**src/rtl/cnv_pkg.sv**
```systemverilog
package cnv_pkg;
  typedef enum logic [1:0] {
    ST_CONV  = 2'd0,
    ST_SLEEP = 2'd1,
    ST_DOUT  = 2'd2
  } cnv_state_e;
endpackage

```
**src/rtl/cnv_pin_sync.sv**
```systemverilog
module cnv_pin_sync (
  input  logic clk,
  input  logic rst_n,
  input  logic sclk,
  input  logic csn,
  input  logic sdi,
  output logic csn_s,
  output logic sdi_s,
  output logic csn_rise,
  output logic sclk_rise,
  output logic sclk_fall
);
  logic sclk_q, sclk_q2, csn_q, csn_q2, sdi_q;

  always_ff @(posedge clk or negedge rst_n) begin
    if (!rst_n) begin
      sclk_q  <= 1'b0;
      sclk_q2 <= 1'b0;
      csn_q   <= 1'b1;
      csn_q2  <= 1'b1;
      sdi_q   <= 1'b0;
    end else begin
      sclk_q  <= sclk;
      sclk_q2 <= sclk_q;
      csn_q   <= csn;
      csn_q2  <= csn_q;
      sdi_q   <= sdi;
    end
  end

  assign csn_s     = csn_q;
  assign sdi_s     = sdi_q;
  assign csn_rise  = csn_q & ~csn_q2;
  assign sclk_rise = sclk_q & ~sclk_q2;
  assign sclk_fall = ~sclk_q & sclk_q2;
endmodule

```
**src/rtl/cnv_conv_timer.sv**
```systemverilog
module cnv_conv_timer #(
  parameter int CONV_CYCLES = 4000
) (
  input  logic clk,
  input  logic rst_n,
  input  logic start,
  output logic running,
  output logic done
);
  localparam int CW = $clog2(CONV_CYCLES + 1);
  localparam logic [CW-1:0] LAST = CW'(CONV_CYCLES - 1);

  logic          run_q, run_d;
  logic [CW-1:0] cnt_q, cnt_d;
  logic          cnt_en;

  always_comb begin
    run_d  = run_q;
    cnt_d  = cnt_q;
    cnt_en = 1'b0;
    if (start) begin
      run_d  = 1'b1;
      cnt_d  = '0;
      cnt_en = 1'b1;
    end else if (run_q) begin
      cnt_en = 1'b1;
      if (cnt_q == LAST) begin
        run_d = 1'b0;
        cnt_d = '0;
      end else begin
        cnt_d = cnt_q + 1'b1;
      end
    end
  end

  always_ff @(posedge clk or negedge rst_n) begin
    if (!rst_n) begin
      run_q <= 1'b1;
      cnt_q <= '0;
    end else begin
      run_q <= run_d;
      if (cnt_en) cnt_q <= cnt_d;
    end
  end

  assign running = run_q;
  assign done    = run_q && (cnt_q == LAST) && !start;


  cnt_range_chk: assert property (@(posedge clk) disable iff (!rst_n)
    cnt_q <= LAST);
endmodule

```
**src/rtl/cnv_frame_engine.sv**
```systemverilog
module cnv_frame_engine
  import cnv_pkg::*;
#(
  parameter int FRAME_W    = 32,
  parameter int DATA_W     = 24,
  parameter int SPD_W      = 5,
  parameter int CH_W       = 8,
  parameter int ABORT_MIN  = 5,
  parameter int COMMIT_MIN = 14,
  parameter logic [SPD_W-1:0] SPD_RST = 1,
  parameter logic [CH_W-1:0]  CH_RST  = 0
) (
  input  logic              clk,
  input  logic              rst_n,
  input  logic              csn_s,
  input  logic              sdi_s,
  input  logic              csn_rise,
  input  logic              sclk_rise,
  input  logic              sclk_fall,
  input  logic              conv_done,
  input  logic [DATA_W-1:0] res_data,
  input  logic              res_sign,
  output logic              conv_start,
  output logic              sdo,
  output logic              sdo_oe,
  output logic              busy,
  output logic [SPD_W-1:0]  cfg_speed,
  output logic [CH_W-1:0]   cfg_chan
);
  localparam int CFG_W = SPD_W + CH_W;
  localparam int PAD_W = FRAME_W - 3 - DATA_W;
  localparam int FCW   = $clog2(FRAME_W + 1);
  localparam int RCW   = $clog2(CFG_W + 1);
  localparam logic [FCW-1:0] FALL_MAX = FCW'(FRAME_W);
  localparam logic [FCW-1:0] ABORT_L  = FCW'(ABORT_MIN);
  localparam logic [FCW-1:0] COMMIT_L = FCW'(COMMIT_MIN);
  localparam logic [RCW-1:0] RISE_MAX = RCW'(CFG_W);

  cnv_state_e         state_q, state_d;
  logic [FCW-1:0]     fall_q, fall_d;
  logic [RCW-1:0]     rise_q, rise_d;
  logic [FRAME_W-1:0] sh_q, sh_d, frame_q, frame_d;
  logic [CFG_W-1:0]   cfgsh_q, cfgsh_d;
  logic [SPD_W-1:0]   spd_q;
  logic [CH_W-1:0]    ch_q;
  logic               commit;

  always_comb begin
    state_d    = state_q;
    fall_d     = fall_q;
    rise_d     = rise_q;
    sh_d       = sh_q;
    frame_d    = frame_q;
    cfgsh_d    = cfgsh_q;
    commit     = 1'b0;
    conv_start = 1'b0;
    unique case (state_q)
      ST_CONV: begin
        if (conv_done) begin
          frame_d = {2'b00, res_sign, res_data, {PAD_W{1'b0}}};
          state_d = ST_SLEEP;
        end
      end
      ST_SLEEP: begin
        if (!csn_s) begin
          state_d = ST_DOUT;
          sh_d    = frame_q;
          fall_d  = '0;
          rise_d  = '0;
        end
      end
      ST_DOUT: begin
        if (csn_rise) begin
          if (fall_q >= ABORT_L) begin
            state_d    = ST_CONV;
            conv_start = 1'b1;
            commit     = (fall_q >= COMMIT_L);
          end else begin
            state_d = ST_SLEEP;
          end
        end else begin
          if (sclk_fall) begin
            sh_d = {sh_q[FRAME_W-2:0], 1'b0};
            if (fall_q != FALL_MAX) fall_d = fall_q + 1'b1;
          end
          if (sclk_rise && (rise_q != RISE_MAX)) begin
            cfgsh_d = {cfgsh_q[CFG_W-2:0], sdi_s};
            rise_d  = rise_q + 1'b1;
          end
        end
      end
      default: state_d = ST_CONV;
    endcase
  end

  always_ff @(posedge clk or negedge rst_n) begin
    if (!rst_n) begin
      state_q <= ST_CONV;
      fall_q  <= '0;
      rise_q  <= '0;
      sh_q    <= '0;
      frame_q <= '0;
      cfgsh_q <= '0;
      spd_q   <= SPD_RST;
      ch_q    <= CH_RST;
    end else begin
      state_q <= state_d;
      fall_q  <= fall_d;
      rise_q  <= rise_d;
      sh_q    <= sh_d;
      frame_q <= frame_d;
      cfgsh_q <= cfgsh_d;
      if (commit) begin
        spd_q <= cfgsh_q[CFG_W-1:CH_W];
        ch_q  <= cfgsh_q[CH_W-1:0];
      end
    end
  end

  always_comb begin
    unique case (state_q)
      ST_DOUT: sdo = sh_q[FRAME_W-1];
      ST_CONV: sdo = 1'b1;
      default: sdo = 1'b0;
    endcase
  end

  assign sdo_oe    = !csn_s;
  assign busy      = (state_q != ST_SLEEP);
  assign cfg_speed = spd_q;
  assign cfg_chan  = ch_q;


  ready_lead_chk: assert property (@(posedge clk) disable iff (!rst_n)
    (state_q == ST_DOUT && fall_q == '0) |-> !sdo);


  fall_bound_chk: assert property (@(posedge clk) disable iff (!rst_n)
    fall_q <= FALL_MAX);


  cfg_hold_chk: assert property (@(posedge clk) disable iff (!rst_n)
    !commit |=> $stable({spd_q, ch_q}));


  short_abort_chk: assert property (@(posedge clk) disable iff (!rst_n)
    (state_q == ST_DOUT && csn_rise && fall_q < ABORT_L)
      |=> (state_q == ST_SLEEP && $stable(frame_q)));
endmodule

```
**src/rtl/cnv_serial_port.sv**
```systemverilog
module cnv_serial_port #(
  parameter int FRAME_W     = 32,
  parameter int DATA_W      = 24,
  parameter int SPD_W       = 5,
  parameter int CH_W        = 8,
  parameter int CONV_CYCLES = 4000,
  parameter int ABORT_MIN   = 5,
  parameter int COMMIT_MIN  = 14,
  parameter logic [SPD_W-1:0] SPD_RST = 1,
  parameter logic [CH_W-1:0]  CH_RST  = 0
) (
  input  logic              clk,
  input  logic              rst_n,
  input  logic              sclk,
  input  logic              csn,
  input  logic              sdi,
  input  logic [DATA_W-1:0] res_data,
  input  logic              res_sign,
  output logic              sdo,
  output logic              sdo_oe,
  output logic              busy,
  output logic [SPD_W-1:0]  cfg_speed,
  output logic [CH_W-1:0]   cfg_chan
);
  logic rst_m, rst_i;
  logic csn_s, sdi_s, csn_rise, sclk_rise, sclk_fall;
  logic conv_start, conv_run, conv_done;

  always_ff @(posedge clk or negedge rst_n) begin
    if (!rst_n) begin
      rst_m <= 1'b0;
      rst_i <= 1'b0;
    end else begin
      rst_m <= 1'b1;
      rst_i <= rst_m;
    end
  end

  cnv_pin_sync u_sync (
    .clk(clk), .rst_n(rst_i), .sclk(sclk), .csn(csn), .sdi(sdi),
    .csn_s(csn_s), .sdi_s(sdi_s), .csn_rise(csn_rise),
    .sclk_rise(sclk_rise), .sclk_fall(sclk_fall)
  );

  cnv_conv_timer #(.CONV_CYCLES(CONV_CYCLES)) u_timer (
    .clk(clk), .rst_n(rst_i), .start(conv_start),
    .running(conv_run), .done(conv_done)
  );

  cnv_frame_engine #(
    .FRAME_W(FRAME_W), .DATA_W(DATA_W), .SPD_W(SPD_W), .CH_W(CH_W),
    .ABORT_MIN(ABORT_MIN), .COMMIT_MIN(COMMIT_MIN),
    .SPD_RST(SPD_RST), .CH_RST(CH_RST)
  ) u_engine (
    .clk(clk), .rst_n(rst_i), .csn_s(csn_s), .sdi_s(sdi_s),
    .csn_rise(csn_rise), .sclk_rise(sclk_rise), .sclk_fall(sclk_fall),
    .conv_done(conv_done), .res_data(res_data), .res_sign(res_sign),
    .conv_start(conv_start), .sdo(sdo), .sdo_oe(sdo_oe), .busy(busy),
    .cfg_speed(cfg_speed), .cfg_chan(cfg_chan)
  );


  start_runs_chk: assert property (@(posedge clk) disable iff (!rst_i)
    conv_start |=> conv_run);


  done_busy_chk: assert property (@(posedge clk) disable iff (!rst_i)
    conv_done |-> busy);
endmodule

```
**config.mk**
```make
export PLATFORM = sky130hd
export DESIGN_NAME = cnv_serial_port
export DESIGN_NICKNAME = d
export VERILOG_FILES = /design/src/rtl/cnv_pkg.sv /design/src/rtl/cnv_pin_sync.sv /design/src/rtl/cnv_conv_timer.sv /design/src/rtl/cnv_frame_engine.sv /design/src/rtl/cnv_serial_port.sv
export SDC_FILE = /design/constraint.sdc
export NUM_CORES = 1
export LEC_CHECK = 0
export ABC_AREA = 1
export ABC_CLOCK_PERIOD_IN_PS = 4510
export CORE_UTILIZATION = 57
export CTS_BUF_LIST = sky130_fd_sc_hd__clkbuf_16
export DETAILED_ROUTE_END_ITERATION = 12
export GPL_TIMING_DRIVEN = 0
export PLACE_DENSITY_LB_ADDON = 0.2
export SYNTH_ARGS = -nofsm -noshare
export SYNTH_HDL_FRONTEND = slang
export SYNTH_SLANG_ARGS = --single-unit
```
**constraint.sdc**
```tcl
create_clock -name clk -period 4.51 [get_ports clk]
set_clock_uncertainty 0.1 [all_clocks]
set_input_delay 1.353 -clock clk [delete_from_list [all_inputs] [get_ports clk]]
set_output_delay 1.353 -clock clk [all_outputs]
set_load 0.02 [all_outputs]
```
==> impl_metrics.yaml, run 1 <==
outcome:
  outcome: "finished clean"
grt:
  grt_max_degree: 64
  grt_antenna_before_repair: 0
  grt_first_pass_wirelength_mm: 17.33
  first_global_vias: 3822
  track_usage_pct: 24.01
  grt_overflow: 0
final_layout:
  utilization_pct: 69.22
  nNetsFinal: 688
  area_growth_pct: 17.82
  n_antenna_cell: 0
  final_common_cell: "nand2_1"
  final_cell_mix: "165 x nand2_1, 105 x dfrtp_1, 86 x o21ai_0"
  drive_above_1_share_pct: 8.756
  fillerInstances: 694
logic_synthesis:
  yosysWarningCount: 0
  synth-main-ff-cell: "dfrtp_1"
  async_reset_ff_share_pct: 100.0
  seq_area_frac_synth_pct: 54.09
  netlist_instances: 589
  synth.distinct_cells: 36
  ys_ff_latch: 110
  post_synth.cell_area_avg_um2: 8.656
  syn-cell-area_mm2: 0.005099
  syn_nets: 631
  synth_edf_count: 0
timing:
  finalMaxSlewViolations: 0
  final_hold_viol_count: 0
  setup_viol: 0
  finalCritPeriodShare_pct: 88.46
  final.min_clock_period_ns: 3.989
  grt_setup_unrepaired: "no"
  slew_headroom_pct: 45.41
  fmax_mhz: 250.7
  fin_tns_setup_ns: 0
  worst_pin_slew_ns: 0.8188
die:
  io_pins: 46
  die_w_um: 96.58
  initial_core_util_pct: 58.75
  die_area_mm2: 0.009327
  fp-row-count: 34
  core_mm2: 0.008678
  die_y_um: 96.58
place:
  dp_hpwl_mm: 7.028
  io_buffers: 45
  gp_congestion: 0.8262
setup_path:
  cp-start-kind: "flop"
  path_cells: "inv_1 -> ha_1 -> clkinv_1 -> clkbuf_1 -> o21ai_0 -> clkdlybuf4s50_1"
  worstSetupPathType: "flop to output port"
  end_kind: "output port"
  cp.arrival_ns: 2.54
  critical_path.max_stage_delay_ns: 0.64
  slowest_stage: "clkdlybuf4s50_1"
  worstPathMaxFanout: 10
  cp_top_family: "buffers and inverters"
  required_ns: 3.06
  crit_cells: 6
  path_buf_inv: 4
  r2r_cells: 9
detailed_routing:
  drc_errors: 0
  vias: 3981
  wire_per_inst_um: 13.53
  drt_iter0_drc: 171
  ant_nets: 0
  wl_mm: 10.27
  viasPerCell: 5.245
  first_pass_iters: 4
min_path:
  hold_path_class: "flop to flop"
  min_path_cells: 0
clock_tree:
  clock_latency_ns: 0.34
  clkTransAtPathRegs_ns: 0.08
  clockRootBuffer: "clkbuf_16"
  cts_resized: 0
  htreeDepth: 3
  clock_sinks: 110
  cts-buffers-inserted: 9
  postCtsHoldBufs: 0
  cts_tree: "done"
  postCtsSetupBuffers: 0
  cts_buffer_depth: 2
pwr:
  power.leakage_nw: 2.604
  power_density_mw_per_mm2: 303.1
  max-vdd-ir-drop_v: 0.0001857
run:
  drv_cap: 0
[registers in the layout, indices dropped and copies added, names as in the netlist, 2 cells and up]
| register | cells |
|---|---|
| u_engine.sh_q | 27 |
| u_engine.frame_q | 25 |
| u_engine.cfgsh_q | 13 |
| u_timer.cnt_q | 12 |
| u_engine.cfg_chan | 8 |
| u_engine.fall_q | 6 |
| u_engine.cfg_speed | 5 |
| u_engine.rise_q | 4 |
| u_engine.state_q | 2 |
[power by group]
part | switching (mW) | internal (mW) | total [mW]
clock | 0.381 | 0.389 | 0.770
combinational | 0.0172 | 0.0284 | 0.0456
sequential | 0.0144 | 0.991 | 1.01
total | 0.412 | 1.41 | 1.82
[layer usage]
metal | track usage (%) | routed length (um) | up-vias
met4 | 6.373 | 137 | 0
li1 | - | - | 2000
met5 | 0 | 0 | -
met2 | 40.55 | 5068 | 65
met3 | 4.147 | 315 | 15
met1 | 32.09 | 4744 | 1901
[cells in the mapped netlist (2+ instances only)]
| cell | number | share of area [%] |
|---|---|---|
| nand2_1 | 165 | 12 |
| dfrtp_1 | 106 | 52 |
| o21ai_0 | 86 | 8.4 |
| inv_1 | 68 | 5.0 |
| nand3_1 | 27 | 2.7 |
| o211ai_1 | 23 | 3.4 |
| nor2_1 | 19 | 1.4 |
| ha_1 | 12 | 2.9 |
| o21ai_1 | 11 | 1.1 |
| clkbuf_1 | 9 | 0.66 |
| buf_2 | 8 | 0.79 |
| xor2_1 | 6 | 1.0 |
| inv_2 | 5 | 0.37 |
| or2_2 | 5 | 0.61 |
| a21oi_1 | 4 | 0.39 |
| dfstp_2 | 4 | 2.1 |
| nor2_4 | 4 | 0.88 |
| clkbuf_2 | 3 | 0.29 |
| nor3_1 | 3 | 0.29 |
| buf_4 | 2 | 0.29 |
| buf_6 | 2 | 0.44 |
| nand2_2 | 2 | 0.25 |
| nand4_1 | 2 | 0.25 |
[cells by family after synthesis]
logic type               Yosys count  share of synthesized area [%]
AO/OA/AOI/OAI                    128                          13.91
XOR/XNOR                           7                          1.202
adder cells (fa/ha/maj)           12                          2.945
buffers and inverters             99                          8.000
flip-flops                       110                          54.09
other                              1                        0.07355
AND/OR/NAND/NOR                  232                          19.78
[worst reg2reg max path, stage by stage, from the launching register on]
cell      delay, ns
dfrtp_1        0.42
inv_1          0.10
ha_1           0.14
buf_2          0.17
inv_2          0.12
a21oi_1        0.27
and2_1         0.19
buf_4          0.17
clkbuf_1       0.34
o21ai_0        0.14
[through the flow]
stage | setup slack (ns) | cells | power (mW) | instance area, um2 | hold slack, ns
final | 0.5205 | 759 | 1.821 | 6007 | 0.2631
after floorplan | 1.126 | 589 | 1.035 | 5099 | 0.2312
after global routing | 0.3209 | 759 | 1.882 | 6007 | 0.2757
after CTS | 0.5095 | 759 | 1.839 | 6007 | 0.2663
after global placement | -0.03762 | 742 | 1.068 | 5684 | 0.2396
after detailed placement | 0.8822 | 743 | 1.073 | 5715 | 0.2435
[final cells by class]
type                            count  area (um2)  share of cell area [%]
Buffer                             25       130.1                   2.166
Clock buffer                        9       225.2                   3.749
Clock inverter                      7       66.31                   1.104
Inverter                           74       277.8                   4.624
Multi-Input combinational cell    380        1933                   32.18
Sequential cell                   110        2761                   45.97
Tap cell                          108       135.1                   2.250
Timing Repair Buffer               46       478.0                   7.957
[worst paths after layout]
check,start,to,slack [ns]
hold / removal,rst_m$_DFF_PN0_,rst_i$_DFF_PN0_,0.26
setup / recovery,u_engine.state_q[0]$_DFFE_PN0P_,sdo,0.52
setup reg to reg,u_engine.state_q[0]$_DFFE_PN0P_,u_engine.sh_q[16]$_DFFE_PN0P_,2.22
min in group asynchronous,rst_i$_DFF_PN0_,u_sync.sdi_s$_DFF_PN0_,0.34
max in group asynchronous,rst_n,rst_i$_DFF_PN0_,3.12
hold reg to reg,rst_m$_DFF_PN0_,rst_i$_DFF_PN0_,0.26
(Power assumes the default switching activity.)
==> inputs of run 2 (changes only) <==
--- a/config.mk
+++ b/config.mk
@@ -7,7 +7,7 @@
 export LEC_CHECK = 0
 export ABC_AREA = 1
 export ABC_CLOCK_PERIOD_IN_PS = 4510
-export CORE_UTILIZATION = 57
+export CORE_UTILIZATION = 50
 export CTS_BUF_LIST = sky130_fd_sc_hd__clkbuf_16
 export DETAILED_ROUTE_END_ITERATION = 12
 export GPL_TIMING_DRIVEN = 0
==> impl_metrics.yaml, run 2 (synthesis results as in run 1) <==
outcome:
  outcome: "finished clean"
clock_tree:
  htreeDepth: 3
  cts_resized: 0
  cts-buffers-inserted: 9
  clkTransAtPathRegs_ns: 0.08
  postCtsSetupBuffers: 0
  cts_buffer_depth: 2
  clock_sinks: 110
  cts_tree: "done"
  clock_latency_ns: 0.35
  clockRootBuffer: "clkbuf_16"
  postCtsHoldBufs: 0
final_layout:
  nNetsFinal: 688
  final_common_cell: "nand2_1"
  largest_reg_flops: 27
  fillerInstances: 864
  top_register: "u_engine.sh_q"
  utilization_pct: 61.98
  layout.cells.non_filler: 784
  regArea_mm2: 0.002761
  drive_above_1_share_pct: 8.909
  finish.instance_area_mm2: 0.006086
  final_cell_mix: "165 x nand2_1, 105 x dfrtp_1, 86 x o21ai_0"
  top_regs: "u_engine.sh_q x27, u_engine.frame_q x25, u_engine.cfgsh_q x13"
  n_antenna_cell: 0
  area_growth_pct: 19.36
  multi_input_area_mm2: 0.001933
grt:
  grt_overflow: 0
  grt_first_pass_wirelength_mm: 18.23
  grt_max_degree: 67
  first_global_vias: 4003
  track_usage_pct: 22.01
  grt_antenna_before_repair: 0
timing:
  setup_viol: 0
  holdWs_ns: 0.2258
  finalCritPeriodShare_pct: 88.12
  final_hold_viol_count: 0
  setup_slack_ns: 0.5359
  worst_pin_slew_ns: 0.5719
  slew_headroom_pct: 61.87
  fmax_mhz: 251.6
  finalMaxSlewViolations: 0
  grt_setup_unrepaired: "no"
  final.min_clock_period_ns: 3.974
detailed_routing:
  wl_mm: 10.32
  drc_errors: 0
  drt_iter0_drc: 185
  viasPerCell: 5.135
  vias: 4026
  first_pass_iters: 5
  wire_per_inst_um: 13.17
  ant_nets: 0
die:
  initial_core_util_pct: 51.92
  die_area_mm2: 0.01060
  die_y_um: 103.0
  core_mm2: 0.009819
  die_w_um: 103.0
  fp-row-count: 36
  io_pins: 46
run:
  drv_cap: 0
place:
  io_buffers: 45
  dp_hpwl_mm: 7.035
  gp_congestion: 0.8632
  post-place-ws_ns: 0.9137
  placed_cell_area_mm2: 0.005747
  dp_cells: 768
setup_path:
  worstSetupPathType: "flop to output port"
  path_cells: "inv_1 -> ha_1 -> clkinv_1 -> clkbuf_1 -> o21ai_0 -> clkdlybuf4s50_1"
  end_kind: "output port"
  cp-start-kind: "flop"
  critical_path.max_stage_delay_ns: 0.65
  worstPathMaxFanout: 10
  r2r_cells: 9
  r2r-end: "u_engine.sh_q[11]$_DFFE_PN0P_"
  required_ns: 3.06
  reg2reg_slack_ns: 2.35
  r2r_start: "u_engine.state_q[0]$_DFFE_PN0P_"
  cp.arrival_ns: 2.52
  slowest_stage: "clkdlybuf4s50_1"
pwr:
  internal_power_mw: 1.520
  p_sw_share_pct: 21.18
  switchingPower_mw: 0.4085
  power_density_mw_per_mm2: 316.9
  sequentialPowerShare_pct: 52.0
  power.leakage_nw: 2.622
  clockPowerShare_pct: 45.5
  p_comb_share_pct: 2.5
  max-vdd-ir-drop_v: 0.0002469
min_path:
  hold_path_class: "flop to async pin"
## run 2: cell count changes in the layout (fill, tap and decap cells not counted)
| cell | previous run | this run |
|---|---|---|
| inv_6 | 3 | 2 |
| inv_1 | 69 | 68 |
| bufinv_16 | 0 | 2 |
## run 2: worst max-delay path, delay by kind of cell, from the launching register on
family	cells	cell delay [ns]
adders and majority gates	1	0.17
AOI/OAI and AO/OA	1	0.18
buffers and inverters	4	1.42
DFF	1	0.42
## run 2: layout make-up
cell class                 count  share of cell area (%)
sequential                   110                   45.37
clock buffer                   9                   3.701
clock inverter                 7                   1.871
buffer                        25                   2.138
inverter                      74                   4.564
timing repair buffer          46                   7.854
multi-input combinational    380                   31.76
tap                          133                   2.734
## run 2: how the worst max path moves through the flow
stage / startpoint / endpoint / depth (start not counted)
global placement: rst_i$_DFF_PN0_ / u_engine.frame_q[25]$_DFFE_PN0P_ / 0
CTS: u_engine.state_q[0]$_DFFE_PN0P_ / sdo / 6
global route: u_engine.state_q[0]$_DFFE_PN0P_ / sdo / 6
floorplan: rst_i$_DFF_PN0_ / u_engine.cfg_chan[0]$_DFFE_PN0P_ / 0
finish: u_engine.state_q[1]$_DFFE_PN0P_ / sdo / 6
detailed placement: u_engine.state_q[0]$_DFFE_PN0P_ / sdo / 6
## run 2: power by group through the flow
stage	logic (mW)	clock network [mW]	registers, mW
floorplan	0.00755	0	1.03
global placement	0.0348	0	1.03
detailed placement	0.0498	0	1.02
CTS	0.0499	0.895	1.00
global route	0.0550	0.931	1.00
finish	0.0487	0.878	1.00
## run 2: per-stage QoR
stage / setup TNS [ns] / power [mW]
6_report: 0 / 1.929
5_1_grt: 0 / 1.991
4_1_cts: 0 / 1.948
3_5_place_dp: 0 / 1.073
3_3_place_gp: -9.278 / 1.068
2_1_floorplan: 0 / 1.035
## run 2: routing by layer
| metal | GRT usage, % | vias up | wire [um] |
|---|---|---|---|
| li1 | - | 2001 | - |
| met1 | 29.76 | 1956 | 4868 |
| met2 | 36.62 | 66 | 5075 |
| met3 | 3.525 | 3 | 359 |
| met4 | 6.826 | 0 | 18 |
| met5 | 0 | - | 0 |
